**src/rtl/regbank_pkg.sv**
```systemverilog
package regbank_pkg;
  localparam int RB_DATA_W = 64;
  localparam int RB_SEL_W  = 4;
  localparam int RB_RD_PORTS = 3;
endpackage

```
**src/rtl/regbank_store.sv**
```systemverilog
module regbank_store #(
  parameter int DATA_W = 64,
  parameter int SEL_W  = 4,
  parameter int NRD    = 3
) (
  input  logic                        clk,
  input  logic                        rst,
  input  logic                        wr_en,
  input  logic [SEL_W-1:0]            wr_sel,
  input  logic [DATA_W-1:0]           wr_data,
  input  logic [NRD-1:0][SEL_W-1:0]   rd_sel,
  output logic [NRD-1:0][DATA_W-1:0]  rd_word
);
  localparam int DEPTH = (2 ** SEL_W) - 1;
  localparam logic [SEL_W-1:0] ZERO_SEL = {SEL_W{1'b1}};

  logic [DATA_W-1:0] mem [DEPTH];

  // Writes to the constant-zero selector have nowhere to land and are dropped.
  always_ff @(posedge clk) begin
    if (rst) begin
      for (int k = 0; k < DEPTH; k++) mem[k] <= '0;
    end else if (wr_en && (wr_sel != ZERO_SEL)) begin
      mem[wr_sel] <= wr_data;
    end
  end

  for (genvar p = 0; p < NRD; p++) begin : g_rd
    assign rd_word[p] = (rd_sel[p] != ZERO_SEL) ? mem[rd_sel[p]] : '0;
  end

  for (genvar i = 0; i < DEPTH; i++) begin : g_chk
    AST_RESET_CLEARS: assert property (@(posedge clk)
      rst |=> (mem[i] == '0));
    AST_WRITE_LANDS: assert property (@(posedge clk) disable iff (rst)
      (wr_en && wr_sel == SEL_W'(i)) |=> (mem[i] == $past(wr_data)));
    AST_WORD_HELD: assert property (@(posedge clk) disable iff (rst)
      !(wr_en && wr_sel == SEL_W'(i)) |=> $stable(mem[i]));
  end
endmodule

```
**src/rtl/regbank_rd_port.sv**
```systemverilog
module regbank_rd_port #(
  parameter int DATA_W = 64,
  parameter int SEL_W  = 4
) (
  input  logic              clk,
  input  logic              rst,
  input  logic              wr_en,
  input  logic [SEL_W-1:0]  wr_sel,
  input  logic [DATA_W-1:0] wr_data,
  input  logic [SEL_W-1:0]  rd_sel,
  input  logic [DATA_W-1:0] stored_word,
  output logic [DATA_W-1:0] rd_data
);
  localparam logic [SEL_W-1:0] ZERO_SEL = {SEL_W{1'b1}};

  logic is_zero;
  logic fwd_hit;

  assign is_zero = (rd_sel == ZERO_SEL);
  assign fwd_hit = wr_en && (wr_sel == rd_sel);

  // Priority: constant zero, then same-cycle write data, then storage.
  always_comb begin
    if (is_zero)      rd_data = '0;
    else if (fwd_hit) rd_data = wr_data;
    else              rd_data = stored_word;
  end

  AST_ZERO_TOP: assert property (@(posedge clk) disable iff (rst)
    (rd_sel == ZERO_SEL) |-> (rd_data == '0));
  AST_FWD_SAME_CYCLE: assert property (@(posedge clk) disable iff (rst)
    (wr_en && rd_sel == wr_sel && rd_sel != ZERO_SEL) |-> (rd_data == wr_data));
  AST_ZERO_WR_DROP: assert property (@(posedge clk) disable iff (rst)
    (wr_en && wr_sel == ZERO_SEL && rd_sel == ZERO_SEL) |-> (rd_data == '0));
  AST_NO_FWD_IDLE: assert property (@(posedge clk) disable iff (rst)
    (!wr_en && rd_sel != ZERO_SEL) |-> (rd_data == stored_word));
endmodule

```
**src/rtl/tri_read_regbank.sv**
```systemverilog
module tri_read_regbank
  import regbank_pkg::*;
#(
  parameter int DATA_W = RB_DATA_W,
  parameter int SEL_W  = RB_SEL_W
) (
  input  logic              clk,
  input  logic              rst,
  input  logic              wr_en,
  input  logic [SEL_W-1:0]  wr_sel,
  input  logic [DATA_W-1:0] wr_data,
  input  logic [SEL_W-1:0]  rd_sel_a,
  input  logic [SEL_W-1:0]  rd_sel_b,
  input  logic [SEL_W-1:0]  rd_sel_c,
  output logic [DATA_W-1:0] rd_data_a,
  output logic [DATA_W-1:0] rd_data_b,
  output logic [DATA_W-1:0] rd_data_c
);
  localparam int NRD = RB_RD_PORTS;

  logic [NRD-1:0][SEL_W-1:0]  sel_v;
  logic [NRD-1:0][DATA_W-1:0] word_v;
  logic [NRD-1:0][DATA_W-1:0] data_v;

  assign sel_v[0] = rd_sel_a;
  assign sel_v[1] = rd_sel_b;
  assign sel_v[2] = rd_sel_c;

  regbank_store #(.DATA_W(DATA_W), .SEL_W(SEL_W), .NRD(NRD)) store_i (
    .clk(clk), .rst(rst), .wr_en(wr_en), .wr_sel(wr_sel), .wr_data(wr_data),
    .rd_sel(sel_v), .rd_word(word_v)
  );

  for (genvar p = 0; p < NRD; p++) begin : g_port
    regbank_rd_port #(.DATA_W(DATA_W), .SEL_W(SEL_W)) port_i (
      .clk(clk), .rst(rst), .wr_en(wr_en), .wr_sel(wr_sel), .wr_data(wr_data),
      .rd_sel(sel_v[p]), .stored_word(word_v[p]), .rd_data(data_v[p])
    );
  end

  assign rd_data_a = data_v[0];
  assign rd_data_b = data_v[1];
  assign rd_data_c = data_v[2];

  AST_SAME_SEL_AGREE: assert property (@(posedge clk) disable iff (rst)
    (rd_sel_a == rd_sel_b && rd_sel_b == rd_sel_c) |->
      (rd_data_a == rd_data_b && rd_data_b == rd_data_c));
endmodule

```
**config.mk**
```make
export PLATFORM = sky130hd
export DESIGN_NAME = tri_read_regbank
export DESIGN_NICKNAME = d
export VERILOG_FILES = /design/src/rtl/regbank_pkg.sv /design/src/rtl/regbank_store.sv /design/src/rtl/regbank_rd_port.sv /design/src/rtl/tri_read_regbank.sv
export SDC_FILE = /design/constraint.sdc
export NUM_CORES = 2
export LEC_CHECK = 0
export ABC_CLOCK_PERIOD_IN_PS = 8400
export BUFFER_PORTS_ARGS = -buffer_cell sky130_fd_sc_hd__buf_2
export CAP_MARGIN = 20
export CORE_UTILIZATION = 64
export CTS_BUF_LIST = sky130_fd_sc_hd__clkbuf_4 sky130_fd_sc_hd__clkbuf_8
export DETAILED_ROUTE_END_ITERATION = 6
export PLACE_DENSITY = 0.82
export SYNTH_ARGS = -nofsm -noshare
export SYNTH_HDL_FRONTEND = slang
export SYNTH_HIERARCHICAL = 1
export SYNTH_SLANG_ARGS = --single-unit
```
**constraint.sdc**
```tcl
create_clock -name clk -period 8.4 [get_ports clk]
set_input_delay 1.68 -clock clk [delete_from_list [all_inputs] [get_ports clk]]
set_output_delay 1.68 -clock clk [all_outputs]
set_load 0.02 [all_outputs]
```
==> impl_metrics.env <==
export IMPL_die_area_sq_um=98600
export IMPL_antenna_found_initial=6
export IMPL_yosysSeqAreaShare=0.463
export IMPL_postSynthNetCount=4740
export IMPL_grt_pass1_wl_um=305000
export IMPL_drtPass1Iterations=7
export IMPL_areaGrowthSynthToFinish_pct=7.56
export IMPL_drv_slew=0
export IMPL_drt_vias_per_instance=7.66
export IMPL_numCtsBuffers=156
export IMPL_largest_reg_flops=960
export IMPL_tns_ns=0
export IMPL_cts_root_buf="clkbuf_8"
export IMPL_start_util=0.645
export IMPL_h_tree_depth=4
export IMPL_start_kind="input pin"
export IMPL_hold_buffers=0
export IMPL_clock_sinks=960
export IMPL_yosysUniqueCellTypes=40
export IMPL_power_total_mw=12.2
export IMPL_min_period_over_period=0.831
export IMPL_drt_initial_drc_count=7614
export IMPL_synth_area_sq_um=62300
export IMPL_setup_worst_path_end_class="output pin"
export IMPL_cts_buffer_depth=3
export IMPL_die_h_um=314
export IMPL_clkTransAtPathRegs_ns=0.06
export IMPL_total_leakage_power_nw=24.6
export IMPL_num_vias=46400
export IMPL_violations="design-rule violations"
export IMPL_ys_ff_latch=960
export IMPL_p_per_area_nw_per_um2=182
export IMPL_io_pins=275
export IMPL_fmax_mhz=143
export IMPL_top_regs="store_i/mem x960"
export IMPL_coreArea_sq_um=96600
export IMPL_worst_pin_slew_ns=1.24
export IMPL_routabilityCongestion=0.849
export IMPL_final_hold_viol_count=0
export IMPL_drc=1
export IMPL_grt_usage=0.430
export IMPL_grt_pass1_vias=46200
export IMPL_grt_max_degree=135
export IMPL_whs_ns=1.33
export IMPL_ctsResizeCount=0
export IMPL_yosys_warnings=6
export IMPL_synth_edf_count=960
export IMPL_cap_viol_max_count=0
export IMPL_finalWirelength_um=213000
export IMPL_overflow=0
export IMPL_final_nets=4738
export IMPL_postSynthCellCount=4657
export IMPL_top_register="store_i/mem"
export IMPL_grt_setup_unrepaired="false"
export IMPL_required_ns=6.72
export IMPL_status="finished, violations left"
export IMPL_synth_avg_cell_area_sq_um=13.4
export IMPL_die_w_um=314
export IMPL_setup_viol=0
export IMPL_ir_drop_uv=177
export IMPL_wl_per_cell_um=35.1
export IMPL_place_port_buffers=274
export IMPL_worstPathArrival_ns=5.30
export IMPL_relSlewSlack=0.171
export IMPL_async_flop_share=0
export IMPL_cp_max_fo=53
export IMPL_drtAntennaViolNets=0
export IMPL_hold_class="input pin to flop"
export IMPL_dpl_hpwl_um=111000
export IMPL_fin_crit_ns=6.98
export IMPL_cts_tree="yes"
export IMPL_postCtsSetupRepairBufs=0
export IMPL_rows=114
export IMPL_ys_flop_type="edfxtp_1"
export IMPL_critical_path_class="input pin to output pin"
export IMPL_drive_above_1_share=0.284
==> layer usage <==
metal,GRT usage,wire length (um),vias to the layer above,share of wire
met5,0,25,-,0.00012
met4,0.275,15200,4,0.072
met3,0.132,35000,1145,0.16
met2,0.648,94700,4523,0.44
met1,0.544,68000,22600,0.32
li1,-,-,18100,-
==> report_power, final <==
group	switching [mW]	leakage, nW	internal, mW	total (mW)
combinational	1.41	13.8	0.966	2.38
sequential	0.204	9.15	5.56	5.77
clock	1.96	1.58	2.09	4.05
total	3.57	24.6	8.61	12.2
==> critical path, cell delays in order <==
cell	delay (ns)
buf_8	0.46
nor2b_4	0.86
buf_4	0.96
o2bb2ai_1	0.19
a221o_1	0.16
nand2_1	0.05
mux2i_1	0.60
buf_2	0.30
==> cells in the mapped netlist (all sizes together) (4+ instances only) <==
library cell | count | share of area
a221o | 125 | 0.020
a22o | 126 | 0.018
and2 | 962 | 0.097
buf | 154 | 0.018
clkbuf | 372 | 0.022
edfxtp | 960 | 0.46
inv | 75 | 0.0045
mux2 | 127 | 0.023
mux2i | 457 | 0.073
mux4 | 510 | 0.18
nand2 | 387 | 0.023
nand2b | 8 | 0.00080
nor2 | 17 | 0.0010
nor2b | 8 | 0.00080
nor3 | 4 | 0.00032
o221a | 64 | 0.012
o221ai | 63 | 0.0089
o22ai | 63 | 0.0063
o2bb2ai | 125 | 0.018
or2 | 16 | 0.0016
==> stage by stage <==
step / area [sq um] / setup WS [ns] / util / instances
CTS: 66900 / 1.73 / 0.693 / 6049
global placement: 63900 / 1.71 / 0.662 / 5770
floorplan: 62300 / 3.29 / - / 4657
finish: 67000 / 1.42 / 0.694 / 6057
detailed placement: 64000 / 1.72 / 0.662 / 5771
global route: 67000 / 1.54 / 0.694 / 6052
==> placed cells by master, fill, tap and decap left out, types with 63 or more instances in the layout <==
cell / instances
o221ai_1: 63
a22o_1: 126
buf_2: 266
buf_4: 73
and2_1: 960
mux2_2: 127
a221o_1: 125
mux4_2: 510
clkbuf_8: 159
mux2i_1: 457
inv_1: 74
edfxtp_1: 960
nand2_1: 387
o221a_2: 64
o2bb2ai_1: 125
o22ai_1: 63
==> final cells by class <==
class,instances,area [sq um]
multi-input cells,3096,30900
flip-flops and latches,960,28800
well taps,1276,1600
clock inverters,75,473
diodes,6,15.0
inverters,75,284
repair buffers,366,2400
fillers,6459,29500
clock buffers,203,2520
==> worst paths after layout <==
kind | from | endpoint | slack, ns | cells after the start
hold / removal | wr_data[22] | store_i/mem[4][22] | 1.33 | 2
setup / recovery | rd_sel_a[0] | rd_data_a[48] | 1.42 | 8
==> cells by family after synthesis <==
| group | count (synthesis) | share of synthesized area |
|---|---|---|
| AOI/OAI and AO/OA | 579 | 0.0840 |
| DFF | 960 | 0.463 |
| buffers and inverters | 601 | 0.0453 |
| muxes | 1094 | 0.281 |
| and+or+nand+nor | 1420 | 0.127 |
| xor gates and xnor gates | 3 | 0.000422 |
No activity file was read; power rests on OpenSTA's default activity.
